$ cat src/rtl/sadc_pkg.sv
package sadc_pkg;

    typedef enum logic [2:0] {
        ST_IDLE,
        ST_RUN,
        ST_PWR,
        ST_DOWN,
        ST_WAKE,
        ST_SETTLE
    } st_e;

    typedef enum logic [1:0] {
        OP_RUN   = 2'd0,
        OP_NAP   = 2'd1,
        OP_SLEEP = 2'd2,
        OP_WAKE  = 2'd3
    } op_e;

    localparam int FRAME_SCKS    = 18;
    localparam int FRAME_HALVES  = 2 * FRAME_SCKS;
    localparam int LEAD_EDGES    = 2;
    localparam int NAP_PULSES    = 2;
    localparam int SLEEP_PULSES  = 4;
    localparam int OUT_W         = 16;

endpackage

$ cat src/rtl/sadc_halftick.sv
module sadc_halftick #(
    parameter int HALF_CYC = 2
) (
    input  logic clk,
    input  logic rst_n,
    input  logic en,
    output logic tick
);
    localparam int CW = (HALF_CYC > 1) ? $clog2(HALF_CYC) : 1;
    localparam logic [CW-1:0] LAST = CW'(HALF_CYC - 1);

    logic [CW-1:0] cnt_d, cnt_q;

    assign tick = en && (cnt_q == LAST);

    always_comb begin
        if (!en || tick) cnt_d = '0;
        else             cnt_d = cnt_q + CW'(1);
    end

    always_ff @(posedge clk or negedge rst_n) begin
        if (!rst_n) cnt_q <= '0;
        else        cnt_q <= cnt_d;
    end
endmodule

$ cat src/rtl/sadc_capture.sv
module sadc_capture #(
    parameter int RAW_W    = 14,
    parameter int NARROW_W = 12,
    parameter int OUT_W    = 16
) (
    input  logic             clk,
    input  logic             rst_n,
    input  logic             shift_en,
    input  logic             sdo,
    input  logic             narrow,
    output logic [OUT_W-1:0] word
);
    logic [RAW_W-1:0] sh_d, sh_q;

    always_comb begin
        sh_d = sh_q;
        if (shift_en) sh_d = {sh_q[RAW_W-2:0], sdo};
    end

    always_ff @(posedge clk or negedge rst_n) begin
        if (!rst_n) sh_q <= '0;
        else        sh_q <= sh_d;
    end

    // shifted-in bits sit at the bottom; extend from the top valid bit
    always_comb begin
        if (narrow) word = {{(OUT_W-NARROW_W){sh_q[NARROW_W-1]}}, sh_q[NARROW_W-1:0]};
        else        word = {{(OUT_W-RAW_W){sh_q[RAW_W-1]}}, sh_q};
    end
endmodule

$ cat src/rtl/sadc_frame_ctrl.sv
module sadc_frame_ctrl
    import sadc_pkg::*;
#(
    parameter int HALF_CYC   = 2,
    parameter int SETTLE_CYC = 500000,
    parameter int RAW_W      = 14,
    parameter int NARROW_W   = 12
) (
    input  logic             clk,
    input  logic             rst_n,
    input  logic             cmd_valid,
    input  logic [1:0]       cmd_op,
    output logic             cmd_ready,
    input  logic             narrow,
    output logic             sck,
    output logic             conv,
    input  logic             sdo,
    output logic             out_valid,
    input  logic             out_ready,
    output logic [OUT_W-1:0] out_data,
    output logic             out_stale,
    output logic             busy,
    output logic             powered_down
);
    localparam int SW = $clog2(SETTLE_CYC + 1);
    localparam logic [5:0] LAST_HALF    = 6'(FRAME_HALVES - 1);
    // edge e rises entering half 2e-1, so it is sampled while half 2e-2 ends
    localparam logic [5:0] FIRST_SAMPLE = 6'(2 * (LEAD_EDGES + 1) - 2);
    localparam logic [5:0] LAST_WIDE    = 6'(2 * (LEAD_EDGES + RAW_W) - 2);
    localparam logic [5:0] LAST_NARROW  = 6'(2 * (LEAD_EDGES + NARROW_W) - 2);
    localparam logic [5:0] DELIVER_HALF = 6'(2 * (LEAD_EDGES + RAW_W) - 1);
    localparam logic [5:0] NAP_LAST     = 6'(4 * NAP_PULSES - 1);
    localparam logic [5:0] SLEEP_LAST   = 6'(4 * SLEEP_PULSES - 1);
    localparam logic [SW-1:0] SETTLE_LAST = SW'(SETTLE_CYC - 1);

    typedef struct packed {
        st_e              st;
        logic [5:0]       half;
        logic [5:0]       plim;
        logic [SW-1:0]    settle;
        logic             narrow;
        logic             fresh;
        logic             sck;
        logic             conv;
        logic             vld;
        logic             stale;
        logic [OUT_W-1:0] data;
    } ctl_t;

    ctl_t q, d;
    logic tick, tick_en, shift_en, deliver, frame_end, take;
    logic [5:0] last_sample;
    logic [OUT_W-1:0] word;

    assign tick_en = (q.st == ST_RUN) || (q.st == ST_PWR) || (q.st == ST_WAKE);

    sadc_halftick #(.HALF_CYC(HALF_CYC)) u_tick (
        .clk(clk), .rst_n(rst_n), .en(tick_en), .tick(tick)
    );

    assign last_sample = q.narrow ? LAST_NARROW : LAST_WIDE;
    assign shift_en = (q.st == ST_RUN) && tick && !q.half[0]
                   && (q.half >= FIRST_SAMPLE) && (q.half <= last_sample);
    assign deliver  = (q.st == ST_RUN) && tick && (q.half == DELIVER_HALF);

    sadc_capture #(.RAW_W(RAW_W), .NARROW_W(NARROW_W), .OUT_W(OUT_W)) u_cap (
        .clk(clk), .rst_n(rst_n), .shift_en(shift_en), .sdo(sdo),
        .narrow(q.narrow), .word(word)
    );

    assign frame_end = (q.st == ST_RUN) && tick && (q.half == LAST_HALF);
    assign cmd_ready = (q.st == ST_IDLE) || (q.st == ST_DOWN) || frame_end;
    assign take      = cmd_valid && cmd_ready;

    always_comb begin
        d = q;
        case (q.st)
            ST_IDLE: begin
                if (take) begin
                    d.half = '0;
                    case (cmd_op)
                        OP_RUN:   begin d.st = ST_RUN; d.narrow = narrow; end
                        OP_NAP:   begin d.st = ST_PWR; d.plim = NAP_LAST;   end
                        OP_SLEEP: begin d.st = ST_PWR; d.plim = SLEEP_LAST; end
                        default:  d.st = ST_WAKE;
                    endcase
                end
            end
            ST_RUN: begin
                if (tick) begin
                    if (q.half == LAST_HALF) begin
                        d.half   = '0;
                        d.narrow = narrow;
                        if (take && cmd_op == OP_NAP) begin
                            d.st = ST_PWR; d.plim = NAP_LAST;
                        end else if (take && cmd_op == OP_SLEEP) begin
                            d.st = ST_PWR; d.plim = SLEEP_LAST;
                        end
                    end else begin
                        d.half = q.half + 6'd1;
                    end
                end
            end
            ST_PWR: begin
                if (tick) begin
                    if (q.half == q.plim) begin d.st = ST_DOWN; d.half = '0; end
                    else d.half = q.half + 6'd1;
                end
            end
            ST_DOWN: begin
                if (take && cmd_op == OP_WAKE) begin d.st = ST_WAKE; d.half = '0; end
            end
            ST_WAKE: begin
                if (tick) begin
                    if (q.half == 6'd1) begin d.st = ST_SETTLE; d.settle = '0; end
                    else d.half = q.half + 6'd1;
                end
            end
            ST_SETTLE: begin
                if (q.settle == SETTLE_LAST) begin d.st = ST_IDLE; d.fresh = 1'b1; end
                else d.settle = q.settle + SW'(1);
            end
            default: d.st = ST_IDLE;
        endcase

        if (q.vld && out_ready) d.vld = 1'b0;
        if (deliver) begin
            d.vld   = 1'b1;
            d.data  = word;
            d.stale = q.fresh;
            d.fresh = 1'b0;
        end

        d.sck  = ((d.st == ST_RUN) && d.half[0]) || ((d.st == ST_WAKE) && (d.half == 6'd0));
        d.conv = ((d.st == ST_RUN) && (d.half < 6'd2)) || ((d.st == ST_PWR) && !d.half[1]);
    end

    always_ff @(posedge clk or negedge rst_n) begin
        if (!rst_n) begin
            q       <= '0;
            q.st    <= ST_IDLE;
            q.fresh <= 1'b1;
        end else begin
            q <= d;
        end
    end

    assign sck          = q.sck;
    assign conv         = q.conv;
    assign out_valid    = q.vld;
    assign out_data     = q.data;
    assign out_stale    = q.stale;
    assign busy         = (q.st == ST_PWR) || (q.st == ST_WAKE) || (q.st == ST_SETTLE);
    assign powered_down = (q.st == ST_DOWN);
endmodule

$ cat config.mk
export PLATFORM = sky130hd
export DESIGN_NAME = sadc_frame_ctrl
export DESIGN_NICKNAME = d
export VERILOG_FILES = /design/src/rtl/sadc_pkg.sv /design/src/rtl/sadc_halftick.sv /design/src/rtl/sadc_capture.sv /design/src/rtl/sadc_frame_ctrl.sv
export SDC_FILE = /design/constraint.sdc
export NUM_CORES = 1
export LEC_CHECK = 0
export BUFFER_PORTS_ARGS = -buffer_cell sky130_fd_sc_hd__buf_4
export CORE_UTILIZATION = 25
export CTS_CLUSTER_DIAMETER = 40
export CTS_CLUSTER_SIZE = 16
export DETAILED_ROUTE_END_ITERATION = 16
export PLACE_DENSITY = 0.45
export SLEW_MARGIN = 20
export SYNTH_ARGS = -nofsm -noshare
export SYNTH_HDL_FRONTEND = slang
export SYNTH_SLANG_ARGS = --single-unit
$ cat constraint.sdc
create_clock -name clk -period 3.7 [get_ports clk]
set_clock_uncertainty 0.05 [all_clocks]
set_input_delay 0.74 -clock clk [delete_from_list [all_inputs] [get_ports clk]]
set_output_delay 0.74 -clock clk [all_outputs]
set_load 0.05 [all_outputs]
==> metrics.md, run 1 <==
| Metric | Value |
|---|---|
| Outcome | `completed` |
| Power per cell area | `622 nW/µm²` |
| Largest net degree at the start of global routing | `66` |
| Synthesized area | `roughly 3600 µm²` |
| ANT cells | `0` |
| Util after Layout | `a little under a third` |
| DP HPWL | `5750 µm` |
| Htree depth | `3` |
| Area growth syn-to-layout | `17.0%` |
| Post-synth EDFFs | `0` |
| Ys Warns | `0` |
| Initial antenna violation count | `0` |
| CTS Buffer Depth | `2` |
| Detailed Route Iter0 Violations | `202` |
| Post-synthesis area per instance | `between 10 and 15 µm²` |
| Vias per inst | `4.89` |
| Hold depth | `1` |
| Non-filler instance count after layout | `557` |
| CTS Root Cell | `clkbuf_16` |
| LEAKAGE | `0.00189 µW` |
| Flop2flop setup slack | `around 0.69 ns` |
| Clk slew on worst S/H paths | `0.06 ns` |
| First-pass GRT wire length | `between 10000 and 15000 µm` |
| Height of the die | `122 µm` |
| Final WS setup | `0.693 ns` |
| Register bit total from synthesis | `65` |
| Max Cap Viol | `0` |
| CP arrival | `3.19 ns` |
| Core Box Area | `13900 µm²` |
| Part of the Yosys area used for sequential elements | `45.5%` |
| Reg-to-Reg Start | `q[34]$_DFFE_PN0P_` |
| RSZ-0062 raised after global routing | `false` |
| Place WS | `0.700 ns` |
| Remaining DRCs | `0` |
| Ys flop type | `dfrtp_1` |
| Crit start category | `flop` |
| Final Slew Violations | `0` |
| CP required | `3.89 ns` |
| Crit-path max FO | `6` |
| Final ANT Viol Nets | `0` |
| Max frequency | `333 MHz` |
| Initial Util | `25.7%` |
| Critical Path Start | `q[34]$_DFFE_PN0P_` |
| TritonCTS Sinks | `65` |
| CTS tree | `yes` |
| Final hold viol count | `0` |
| Total chip power | `2600 µW` |
| Final WL | `8130 µm` |
| Number of global-route vias before repair | `2737` |
| CTS buffer count | `9` |
| Cell variety after synth | `66` |
| Worst vdd ir | `206 µV` |
| Gate Count Post-Synth | `356` |
| Vias | `2722` |
| Tmin final | `3.01 ns` |
| Hold path start | `out_valid$_DFFE_PN0P_` |
| Asr flop ratio synth | `100%` |
| RR Endpoint | `sck$_DFF_PN0_` |
| Die area | `between 10000 and 15000 µm²` |
| Gr usage total | `12.4%` |
| I/O Pins | `31` |
| Share of cells above drive strength 1 | `24.1%` |
| GP Congestion | `0.801` |
| Max_slew headroom | `42.9%` |
| Clock latency on the worst-skew pair | `0.32 ns` |
| Post-CTS sizing | `0` |
| Slew @ Worst Pin | `0.857 ns` |
| # hold bufs at CTS | `0` |
| Nets | `slightly below 400` |
| Crit end category | `flop` |
| WL/cell | `14.6 µm` |
| Die width | `122 µm` |
| HP Class | `reg -> reg` |
| Net count after synthesis | `374` |
| Fin crit share | `about 81%` |
| Final setup fails | `0` |
| Gr ovfl total | `0` |
| Hold EP | `out_valid$_DFFE_PN0P_` |
| Port Buffers | `30` |
| Setup TNS | `0 ns` |
| WS Path Type | `reg -> reg` |
| R2R cell count | `7` |
| Placed Cells incl. Taps | `542` |
| TritonRoute pass-1 iters | `4` |
| Postcts setup bufs | `0` |
| # rows | `43` |
metal layers:
metal  track usage [%]  share of wire [%]  vias up  routed length [µm]
met1              16.1                 47     1341                3860
met4              4.71                1.4        0                 110
met2              19.6                 46       71                3760
met3              3.18                4.9       11                 397
li1                  -                  -     1299                   -
met5                 0                  0        -                   0
stage by stage:
step	hold slack (ns)	cell area, µm²
CTS	0.443	4190
global route	0.458	4190
global placement	0.419	3880
floorplan	0.394	3580
detailed placement	0.422	3880
finish	0.438	4190
cell families after synthesis:
kind of cell	count (synthesis)	share of synthesized area, %
fa+ha+maj	10	3.50
mux	31	9.69
simple gates	116	17.0
xor+xnor	11	2.69
flops	65	45.5
buf+inv	43	6.51
compound gates	80	15.1
flip-flops by register name (all words and copies together) (netlist names):
| register | flops |
|---|---|
| out_stale | 1 |
| q | 32 |
| u_cap.sh_q | 14 |
| out_valid | 1 |
| sck | 1 |
| u_tick.cnt_q | 1 |
| out_data | 14 |
| conv | 1 |
Yosys cell counts, types with 3 or more instances:
library cell / number / area (µm²)
or3_1: 7 / 43.8
nor2b_1: 3 / 18.8
dfrtp_1: 64 / 1600
mux2_2: 28 / 315
buf_2: 3 / 15.0
nor2_1: 31 / 116
nor3_1: 9 / 45.0
a21oi_1: 23 / 115
o21ai_0: 18 / 90.1
ha_1: 10 / 125
or4_1: 3 / 22.5
nand4_1: 6 / 37.5
xor2_1: 5 / 43.8
nand2b_1: 3 / 18.8
a211oi_1: 3 / 22.5
a31oi_1: 4 / 25.0
nand2_1: 24 / 90.1
and3_1: 9 / 56.3
buf_4: 16 / 120
nand3_1: 5 / 25.0
xnor2_1: 6 / 52.6
inv_1: 15 / 56.3
clkbuf_1: 6 / 22.5
how the worst max path moves through the flow:
stage | to | slack, ns | cells after the start
after floorplan | sck$_DFF_PN0_ | 0.89 | 8
after global placement | sck$_DFF_PN0_ | 0.76 | 7
after detailed placement | sck$_DFF_PN0_ | 0.70 | 7
after CTS | sck$_DFF_PN0_ | 0.68 | 7
after global routing | sck$_DFF_PN0_ | 0.52 | 7
final | sck$_DFF_PN0_ | 0.69 | 7
power by group:
part	leakage [µW]	switching (µW)	total, µW	internal [µW]
Clock	0.000140	307	861	554
Sequential	0.000874	149	950	801
Combinational	0.000873	481	791	309
Total	0.00189	938	2600	1660
worst max-delay path, cell delays in order (launching register included):
cell     delay [ns]
dfrtp_1        0.42
or4b_1         0.52
or4_1          0.57
o21ai_2        0.24
and2_2         0.25
nand4_1        0.22
or3b_1         0.44
o31ai_2        0.21
layout make-up:
type / instances / area (µm²)
timing repair buffer: 34 / 255
clock inverter: 4 / 52.6
tap: 180 / 225
fill: 1450 / 9750
multi-input combinational: 248 / 1720
sequential: 65 / 1630
clock buffer: 11 / 253
inverter: 15 / 56.3
placed cells by master, fill, tap and decap left out, types with 4 or more instances in the layout:
master and count:
xor2_1 5, nand2_1 24, nand3_1 5, nor2_1 31, buf_4 34, mux2_2 28
o21ai_0 18, clkbuf_16 9, nor3_1 9, inv_1 15, a31oi_1 4, nand4_1 6
and3_1 9, a21oi_1 23, xnor2_1 6, dfrtp_1 64, ha_1 10, or3_1 7
Note: power is estimated with default switching activity, not from simulation.
==> inputs of run 2 (changes only) <==
--- a/config.mk
+++ b/config.mk
@@ -5,12 +5,13 @@
 export SDC_FILE = /design/constraint.sdc
 export NUM_CORES = 1
 export LEC_CHECK = 0
+export ABC_AREA = 1
 export BUFFER_PORTS_ARGS = -buffer_cell sky130_fd_sc_hd__buf_4
 export CORE_UTILIZATION = 25
 export CTS_CLUSTER_DIAMETER = 40
 export CTS_CLUSTER_SIZE = 16
 export DETAILED_ROUTE_END_ITERATION = 16
-export PLACE_DENSITY = 0.45
+export PLACE_DENSITY = 0.46
 export SLEW_MARGIN = 20
 export SYNTH_ARGS = -nofsm -noshare
 export SYNTH_HDL_FRONTEND = slang
==> constraint.sdc (replaced) <==
create_clock -name clk -period 2.7 [get_ports clk]
set_clock_uncertainty 0.05 [all_clocks]
set_input_delay 0.54 -clock clk [delete_from_list [all_inputs] [get_ports clk]]
set_output_delay 0.54 -clock clk [all_outputs]
set_load 0.05 [all_outputs]
==> run 2 against run 1 <==
Compared with the run above:
- synthesized cell count increased by 33%
- final area rose by 4.1%
- via count increased by 12%
- synthesized area up 4.2%
- non-clock buffer count decreased by 2
- first-iteration DRC count down 8.9%
- worst setup slack got worse by 0.39 ns
- wire length is 2.0% higher
- combinational power up 57%
- register-to-register slack lost 0.14 ns
- hold slack got worse by 0.17 ns
- critical path type is now reg -> out
- critical endpoint is now busy
- largest cell class unchanged
- highest routed layer unchanged
==> metrics.md, run 2 <==
| Metric | Value |
|---|---|
| Tmin final | `2.39 ns` |
| Slew @ Worst Pin | `0.871 ns (+0.0140 ns)` |
| GP Congestion | `0.852 (+6.5%)` |
| CTS tree | `yes` |
| Die area | `15400 µm² (+4.1%)` |
| Cell variety after synth | `41 (-38%)` |
| HP Class | `in -> async` |
| WL/cell | `12.2 µm (-17%)` |
| Wl on met1 | `4250 µm (+10%)` |
| Most common cell after layout, fill and taps aside | `nand2_1` |
| Setup TNS | `0 ns (unchanged)` |
| Routed wl met3 | `274 µm (-31%)` |
| Max Cap Viol | `0 (unchanged)` |
| CP arrival | `1.80 ns (-1.39 ns)` |
| Port Buffers | `30 (unchanged)` |
| Postcts setup bufs | `0 (unchanged)` |
| Post-DP Area | `4050 µm² (+4.4%)` |
| Largest net degree at the start of global routing | `66 (unchanged)` |
| # hold bufs at CTS | `0 (unchanged)` |
| Asr flop ratio synth | `100% (unchanged)` |
| Power per cell area | `838 nW/µm² (+35%)` |
| Register bit total from synthesis | `65 (unchanged)` |
| Final ANT Viol Nets | `0 (unchanged)` |
| First-pass GRT wire length | `13500 µm (-4.5%)` |
| # rows | `44 (+2.3%)` |
| Final hold viol count | `0 (unchanged)` |
| Crit end category | `primary output` |
| Worst vdd ir | `503 µV (+140%)` |
| Synth cell count leaders | `nand2_1 (101), dfrtp_1 (64), inv_1 (59)` |
| CTS Root Cell | `clkbuf_16` |
| Crit start category | `flop` |
| Area growth syn-to-layout | `16.9%` |
| Ys flop type | `dfrtp_1` |
| Die width | `124 µm (+2.0%)` |
| Nets | `511 (+31%)` |
| Critical path, cell by cell | `inv_2 -> nand2_1 -> nor2_1 -> inv_1 -> nand3_1 -> buf_4` |
| WS Path Type | `reg -> out` |
| LEAKAGE | `0.00204 µW (+8.1%)` |
| Vias | `3050 (+12%)` |
| Share of cells above drive strength 1 | `19.5% (-4.7 points)` |
| RSZ-0062 raised after global routing | `false` |
| Crit-path max cell delay | `0.42 ns (-0.15 ns)` |
| Most frequent cell after synthesis | `nand2_1` |
| Htree depth | `3 (unchanged)` |
| Post-synthesis area per instance | `7.89 µm² (-21%)` |
| Total chip power | `3650 µW (+40%)` |
| Post-CTS sizing | `0 (unchanged)` |
| Family with the most delay on the worst path | `buffers and inverters` |
| Max_slew headroom | `42.0% (-0.93 points)` |
| Flip-flop count of the largest register after layout | `32 (unchanged)` |
| Commonest cells after routing, fill and taps aside | `nand2_1 (101), dfrtp_1 (64), inv_1 (59)` |
| Final Slew Violations | `0 (unchanged)` |
| Crit-path max FO | `7 (+1)` |
| Part of the Yosys area used for sequential elements | `43.7% (-1.8 points)` |
| Max frequency | `~420 MHz` |
| Clk slew on worst S/H paths | `0.06 ns (about the same)` |
| Util after Layout | `30.0% (-0.068 points)` |
| I/O Pins | `31 (unchanged)` |
| Final WL | `8290 µm (+2.0%)` |
| Remaining DRCs | `0 (unchanged)` |
| Fin crit share | `88.7%` |
| Ys Warns | `0 (unchanged)` |
| Largest reg by FF count | `q` |
| Outcome | `completed` |
| Height of the die | `124 µm (+2.0%)` |
| Number of global-route vias before repair | `2730 (-0.26%)` |
| Area leader, netlist | `dfrtp_1` |
| Buffers & Inverters on Critical Path | `3 (+3)` |
| Gate Count Post-Synth | `472 (+33%)` |
| Synthesized area | `3730 µm² (+4.2%)` |
| Initial Util | `25.6% (about the same)` |
| Core Box Area | `14500 µm² (+4.3%)` |
| CP required | `2.11 ns (-1.78 ns)` |
| Met2 routed WL | `3610 µm (-4.1%)` |
| Final setup fails | `0 (unchanged)` |
| Vias per inst | `4.47 (-8.5%)` |
| Initial antenna violation count | `0 (unchanged)` |
| TritonRoute pass-1 iters | `4 (unchanged)` |
| Yosys top cell area share | `43.0% (-1.8 points)` |
| Net count after synthesis | `490 (+31%)` |
| TritonCTS Sinks | `65 (unchanged)` |
| CTS Buffer Depth | `2 (unchanged)` |
| DR top layer | `met4` |
| CP max-delay cell | `dfrtp_1` |
| ANT cells | `0 (unchanged)` |
| DP HPWL | `6110 µm (+6.3%)` |
| Area contributors post-synth | `dfrtp_1 (43%), nand2_1 (10%), inv_1 (5.9%)` |
| CTS buffer count | `9 (unchanged)` |
| Gr ovfl total | `0 (unchanged)` |
| Post-synth EDFFs | `0 (unchanged)` |
| Non-filler instance count after layout | `682 (+22%)` |
| Placed Cells incl. Taps | `666 (+23%)` |
| Gr usage total | `11.6% (-0.74 points)` |
| Clock latency on the worst-skew pair | `0.34 ns (+0.02 ns)` |
| Detailed Route Iter0 Violations | `184 (-8.9%)` |
| Design Area, Final | `4360 µm² (+4.1%)` |
## run 2: cell count changes in the layout (fill, tap and decap cells not counted), moves of 12 or more
cell     delta
inv_1      +44
inv_2      +12
mux2_2     -27
nand2_1    +77
nand3_1    +19
o21ai_1    +19
## run 2: final timing paths
path	from	to	slack (ns)	cells past startpoint
worst max-delay path	q[54]$_DFF_PN0_	busy	0.31	6
worst min-delay path	rst_n	q[31]$_DFFE_PN0P_	0.27	1
worst max register to register	q[47]$_DFF_PN0_	out_data[11]$_DFFE_PN0P_	0.55	8
worst min register to register	out_data[0]$_DFFE_PN0P_	out_data[0]$_DFFE_PN0P_	0.44	2
max in group asynchronous	rst_n	out_data[14]$_DFFE_PN0P_	1.76	1
min in group clk	out_ready	out_valid$_DFFE_PN0P_	0.35	2
## run 2: per-stage QoR
stage	setup slack [ns]	hold slack (ns)
global route	0.180	0.340
detailed placement	0.528	0.425
CTS	0.276	0.317
global placement	0.592	0.418
floorplan	0.735	0.194
finish	0.306	0.272
## run 2: worst register-to-register path, cell delays in order (launching register included)
cell and delay, ns:
dfrtp_1 0.48, ha_1 0.25, nand2_1 0.08, inv_1 0.08, nand2_1 0.07, nor4_2 0.30, inv_1 0.43, nand2_1 0.17
o21ai_0 0.09
## run 2: layout make-up
type	count	area, µm²
inverters	73	277
well taps	184	230
multi-input cells	312	1680
flip-flops and latches	65	1630
repair buffers	32	240
fillers	1570	10200
clock buffers	9	225
clock inverters	7	80.1
## run 2: power by group
part           switching (µW)  internal (µW)
clock                     470            724
sequential                125           1090
combinational             868            373
total                    1460           2190
## run 2: routing by layer
metal / vias up / global-route usage, %
met2: 57 / 16.9
met1: 1416 / 16.1
met4: 0 / 5.80
met3: 12 / 2.75
met5: - / 0
li1: 1565 / -
## run 2: logic make-up (layout without fill, tap and decap cells)
logic type / after synthesis / count (layout) / share of synthesized area [%]
AOI/OAI and AO/OA: 76 / 76 / 11.1
and+or+nand+nor: 220 / 220 / 29.0
buffers and inverters: 95 / 121 / 11.3
muxes: 1 / 1 / 0.302
adders and majority gates: 10 / 10 / 3.36
xor gates and xnor gates: 5 / 5 / 1.18
DFF: 65 / 65 / 43.7
